[config.mk]
export PLATFORM = sky130hd
export DESIGN_NAME = ifp_sched
export DESIGN_NICKNAME = d
export VERILOG_FILES = /design/src/rtl/ifp_pkg.sv /design/src/rtl/ifp_regs.sv /design/src/rtl/ifp_shadow.sv /design/src/rtl/ifp_launch.sv /design/src/rtl/ifp_sched.sv
export SDC_FILE = /design/constraint.sdc
export NUM_CORES = 1
export LEC_CHECK = 0
export ABC_AREA = 1
export CAP_MARGIN = 5
export CORE_ASPECT_RATIO = 0.7
export CORE_MARGIN = 4
export CORE_UTILIZATION = 35
export DETAILED_ROUTE_END_ITERATION = 16
export PLACE_DENSITY = 0.52
export SLEW_MARGIN = 20
export SYNTH_ARGS = -nofsm -noshare
export SYNTH_HDL_FRONTEND = slang
export SYNTH_SLANG_ARGS = --single-unit
[constraint.sdc]
create_clock -name clk -period 1.5 [get_ports clk]
set_input_delay 0.225 -clock clk [delete_from_list [all_inputs] [get_ports clk]]
set_output_delay 0.225 -clock clk [all_outputs]
set_load 0.03 [all_outputs]
[src/rtl/ifp_pkg.sv]
package ifp_pkg;
  localparam int CTRL_EN_BIT   = 0;
  localparam int CTRL_RATE_BIT = 1;
  localparam int CTRL_UPD_BIT  = 2;

  typedef struct packed {
    logic upd;
    logic rate;
    logic en;
  } ifp_ctrl_t;
endpackage

[src/rtl/ifp_regs.sv]
module ifp_regs
  import ifp_pkg::*;
#(
  parameter int DATA_W = 32,
  parameter int WORDS  = 4,
  parameter int ADDR_W = 3,
  localparam int PKT_W = DATA_W * WORDS
) (
  input  logic              clk,
  input  logic              rst,
  input  logic              wr_en,
  input  logic [ADDR_W-1:0] wr_addr,
  input  logic [DATA_W-1:0] wr_data,
  input  logic              frame_start,
  output logic [PKT_W-1:0]  content,
  output ifp_ctrl_t         ctrl,
  output logic              en_rise
);
  localparam logic [ADDR_W-1:0] CTRL_ADDR = ADDR_W'(WORDS);

  logic ctrl_wr;
  assign ctrl_wr = wr_en && (wr_addr == CTRL_ADDR);
  assign en_rise = ctrl_wr && wr_data[CTRL_EN_BIT] && !ctrl.en;

  for (genvar k = 0; k < WORDS; k++) begin : g_word
    always_ff @(posedge clk) begin
      if (rst)
        content[k*DATA_W +: DATA_W] <= '0;
      else if (wr_en && wr_addr == ADDR_W'(k))
        content[k*DATA_W +: DATA_W] <= wr_data;
    end
  end

  always_ff @(posedge clk) begin
    if (rst) begin
      ctrl <= '0;
    end else begin
      if (ctrl_wr) begin
        ctrl.en   <= wr_data[CTRL_EN_BIT];
        ctrl.rate <= wr_data[CTRL_RATE_BIT];
      end
      if (ctrl_wr && wr_data[CTRL_UPD_BIT])
        ctrl.upd <= 1'b1;
      else if (frame_start)
        ctrl.upd <= 1'b0;
    end
  end
endmodule

[src/rtl/ifp_shadow.sv]
module ifp_shadow #(
  parameter int PKT_W = 128
) (
  input  logic             clk,
  input  logic             rst,
  input  logic             frame_start,
  input  logic             upd,
  input  logic [PKT_W-1:0] content,
  output logic [PKT_W-1:0] next_pkt
);
  logic [PKT_W-1:0] shadow;

  // The word set for a launch on this strobe is the one after any copy.
  assign next_pkt = upd ? content : shadow;

  always_ff @(posedge clk) begin
    if (rst)
      shadow <= '0;
    else if (frame_start && upd)
      shadow <= content;
  end
endmodule

[src/rtl/ifp_launch.sv]
module ifp_launch #(
  parameter int PKT_W = 128
) (
  input  logic             clk,
  input  logic             rst,
  input  logic             frame_start,
  input  logic             en,
  input  logic             rate,
  input  logic             en_rise,
  input  logic             pkt_ready,
  input  logic [PKT_W-1:0] next_pkt,
  output logic             pkt_valid,
  output logic [PKT_W-1:0] pkt_data
);
  logic skip_phase;
  logic launch;

  assign launch = frame_start && en && (!rate || !skip_phase) && !pkt_valid;

  always_ff @(posedge clk) begin
    if (rst)
      skip_phase <= 1'b0;
    else if (en_rise)
      skip_phase <= 1'b0;
    else if (frame_start && en)
      skip_phase <= !skip_phase;
  end

  always_ff @(posedge clk) begin
    if (rst) begin
      pkt_valid <= 1'b0;
      pkt_data  <= '0;
    end else if (launch) begin
      pkt_valid <= 1'b1;
      pkt_data  <= next_pkt;
    end else if (pkt_valid && pkt_ready) begin
      pkt_valid <= 1'b0;
    end
  end
endmodule

[src/rtl/ifp_sched.sv]
module ifp_sched
  import ifp_pkg::*;
#(
  parameter int DATA_W = 32,
  parameter int WORDS  = 4,
  parameter int ADDR_W = 3,
  localparam int PKT_W = DATA_W * WORDS
) (
  input  logic              clk,
  input  logic              rst,
  input  logic              wr_en,
  input  logic [ADDR_W-1:0] wr_addr,
  input  logic [DATA_W-1:0] wr_data,
  input  logic              frame_start,
  input  logic              pkt_ready,
  output logic              pkt_valid,
  output logic [PKT_W-1:0]  pkt_data,
  output logic [2:0]        ctrl_rd
);
  logic [PKT_W-1:0] content;
  logic [PKT_W-1:0] next_pkt;
  ifp_ctrl_t        ctrl;
  logic             en_rise;

  ifp_regs #(.DATA_W(DATA_W), .WORDS(WORDS), .ADDR_W(ADDR_W)) u_regs (
    .clk(clk), .rst(rst), .wr_en(wr_en), .wr_addr(wr_addr), .wr_data(wr_data),
    .frame_start(frame_start), .content(content), .ctrl(ctrl), .en_rise(en_rise)
  );

  ifp_shadow #(.PKT_W(PKT_W)) u_shadow (
    .clk(clk), .rst(rst), .frame_start(frame_start), .upd(ctrl.upd),
    .content(content), .next_pkt(next_pkt)
  );

  ifp_launch #(.PKT_W(PKT_W)) u_launch (
    .clk(clk), .rst(rst), .frame_start(frame_start), .en(ctrl.en),
    .rate(ctrl.rate), .en_rise(en_rise), .pkt_ready(pkt_ready),
    .next_pkt(next_pkt), .pkt_valid(pkt_valid), .pkt_data(pkt_data)
  );

  assign ctrl_rd = ctrl;
endmodule

==> reports/qor.csv <==
metric,value,unit
status,"finished, final reports clean",
Total GRT Usage,18.2,%
share of layout cells above drive strength 1,10.2,%
Worst Path Required,1.27,ns
die area,0.0508,mm²
H-tree depth,2,
core area,0.0466,mm²
Top Ports,172,
Worst Setup SP,u_regs.ctrl[0],
Setup crit start kind,flip-flop,
worst path bufs/invs,1,
most frequent cells after synthesis,"nor2_1, nand2_1, dfxtp_1",
nets,2719,
#FFs+latches synth,389,
Pwr Total,22.5,mW
routed wire length,46700,µm
worst r2r src,u_regs.ctrl[2],
TritonCTS Buffers,42,
initial antenna violation count,3,
YS warnings,0,
Fmax,686,MHz
"CTS clk-pin slew, worst paths",0.06,ns
dpl hpwl,32600,µm
sequential share of the synthesized area,47.2,%
Power Dens Cells,1100,mW/mm²
Hold WC Path Type,in2reg,
routed len/inst,14.1,µm
area taken by multi-input logic gates,0.00674,mm²
slew at the pin closest to its max-slew limit,0.528,ns
nature of the critical path endpoint,output pin,
crit path max-delay cell type,dfxtp_2,
syn avg cell area,6.49,µm²
crit path DAT,1.23,ns
WS Path Type,reg2out,
Final Util,44.0,%
Final Hold Vio Count,0,
RSZ-0062 raised after global routing,true,
Yosys top cell by area,dfxtp_1,
largest net degree at the start of global routing,78,
Seq. cell area,0.00779,mm²
Post-synth EDFFs,0,
Synth Cell Area,0.0165,mm²
Final GP Congestion,0.859,
worst reg2reg setup slack,0.05,ns
Clock Skew,0.0118,ns
Rel. slew slack,64.4,%
clk_lat worst skew,0.54,ns
Critical Path Sink,ctrl_rd[0],
r2r worst-path depth,7,
Main synth FF type,dfxtp_1,
first drt pass iteration count,5,
final setup vio count,0,
Crit path max-delay family,flip-flops,
post-synth top area share,47.2,%
initial detailed-routing violation count,1094,
Slew Limit Fails,0,
Post-CTS Hold Buffers,0,
Clock Tree Root,clkbuf_16,
via count of the first global-routing pass,13800,
Layout Cell Area excl Fill,0.0205,mm²
FP Rows,66,
antenna cells,0,
fillers,4938,
area post-placement,0.0193,mm²
via count,14900,
first-pass GRT wire length,74700,µm
Cells after Synth,2543,
post-synthesis cell type count,18,
die height,190,µm
post-route minimum period,1.46,ns
Clock Path Buffers,3,
drt via density,4.47,
CP max stage delay,0.38,ns
drc violations,0,
post-synthesis async set-or-reset flop share,0,%
"critical path fanouts, max",4,
TritonCTS clock tree,built,
Max Cap Violations,0,
R2R Path End,u_launch.pkt_data[34],
fin crit share,97.1,%
initial core utilization,35.4,%
top-count cell post-synth,nor2_1,
Port Buffer Count,171,
static leakage,9.57,nW
Area growth syn-to-layout,24.0,%
Hold WS,0.358,ns
CP cell instances,clkdlybuf4s15_2,
CTS Sinks,389,
VDD IR max,0.623,mV
TNS Setup,0,ns
global route overflow,0,
critical path depth,1,
Post-DRT Antenna Nets,0,
Post-Syn Nets,2583,
Area contributors post-synth,"dfxtp_1, nor2_1, nand2_1",
Die Wd,268,µm
## where the power goes
group	internal, mW	switching, mW	leakage [nW]
Clock	6.11	4.19	0.666
Sequential	10.5	0.139	3.15
Combinational	0.570	0.988	5.75
## placed cells by master (no fill, tap or decap)
| cell type | synthesis | layout |
|---|---|---|
| nor2_4 | 1 | 2 |
| buf_6 | 0 | 1 |
| dfxtp_2 | 0 | 1 |
| nand4_2 | 1 | 1 |
| clkbuf_2 | 0 | 57 |
| nand3_1 | 2 | 2 |
| nand2_1 | 553 | 552 |
| nand4_1 | 35 | 35 |
| nor2_1 | 774 | 772 |
| clkbuf_1 | 48 | 14 |
| clkdlybuf4s15_2 | 0 | 60 |
| a21oi_1 | 132 | 132 |
| clkbuf_8 | 0 | 6 |
| bufbuf_16 | 0 | 1 |
| bufinv_16 | 0 | 2 |
| inv_1 | 326 | 326 |
| nand2_2 | 1 | 1 |
| clkinv_4 | 0 | 1 |
| inv_8 | 0 | 1 |
| buf_12 | 0 | 33 |
| clkdlybuf4s50_1 | 0 | 39 |
| dfxtp_1 | 389 | 387 |
| buf_16 | 0 | 1 |
| nor2_2 | 3 | 4 |
| clkbuf_16 | 0 | 45 |
| dfxtp_4 | 0 | 1 |
| nand2_4 | 0 | 1 |
| buf_4 | 10 | 49 |
| o21ai_0 | 161 | 161 |
| inv_2 | 2 | 2 |
| buf_2 | 93 | 1 |
| clkinv_2 | 0 | 5 |
| clkdlybuf4s15_1 | 0 | 12 |
## worst min-delay path by stage
stage / startpoint / endpoint / slack [ns] / cells past startpoint
floorplan: rst / u_regs.ctrl[0] / 0.29 / 1
global placement: u_shadow.shadow[32] / u_shadow.shadow[32] / 0.44 / 2
detailed placement: u_shadow.shadow[123] / u_shadow.shadow[123] / 0.44 / 2
CTS: pkt_ready / u_launch.pkt_valid / 0.33 / 4
global route: pkt_ready / u_launch.pkt_valid / 0.36 / 4
finish: pkt_ready / u_launch.pkt_valid / 0.36 / 4
## registers in the layout, summed over array words and instances (netlist names)
register,count
u_launch.pkt_data,128
u_launch.pkt_valid,1
u_regs.ctrl,3
u_shadow.shadow,128
u_regs.content,128
u_launch.skip_phase,1
## metal layers
layer	vias up	track usage [%]	part of all wire, %
li1	7862	-	-
met1	6629	26.9	50
met2	281	26.7	41
met3	78	3.45	5.7
met4	6	5.62	3.1
met5	-	0	0.073
## stage by stage
step	worst slack [ns]	std cells
after floorplan	0.218	2543
after global placement	-0.265	3244
after detailed placement	-0.254	3244
after CTS	-0.0661	3320
after global routing	-0.0261	3320
final	0.0431	3320
## what timing repair did
action / CTS / global route
setup endpoints to repair: 131 / 128
gates cloned: 1 / 0
endpoints found under the hold margin: 0 / 0
gates resized for setup: 323 / 61
pin swaps: 0 / 0
buffers inserted: 2 / 0
## logic make-up after synthesis
kind of cell,synth area share [%]
buffers and inverters,12.1
AOI/OAI and AO/OA,8.88
and+or+nand+nor,31.9
DFF,47.2
## worst register-to-register path, delay by kind of cell, from the launching register on
kind	cells	cell delay [ns]
flip-flops	1	0.38
AND/OR/NAND/NOR	5	0.52
buffers and inverters	2	0.45
## cell type report
| type | instances | area share, % |
|---|---|---|
| inverters | 329 | 6.07 |
| repair buffers | 254 | 12.6 |
| well taps | 612 | 3.74 |
| clock buffers | 65 | 6.16 |
| multi-input cells | 1663 | 32.9 |
| clock inverters | 8 | 0.458 |
| flip-flops and latches | 389 | 38.1 |
Power figures use the tool's default switching activity.
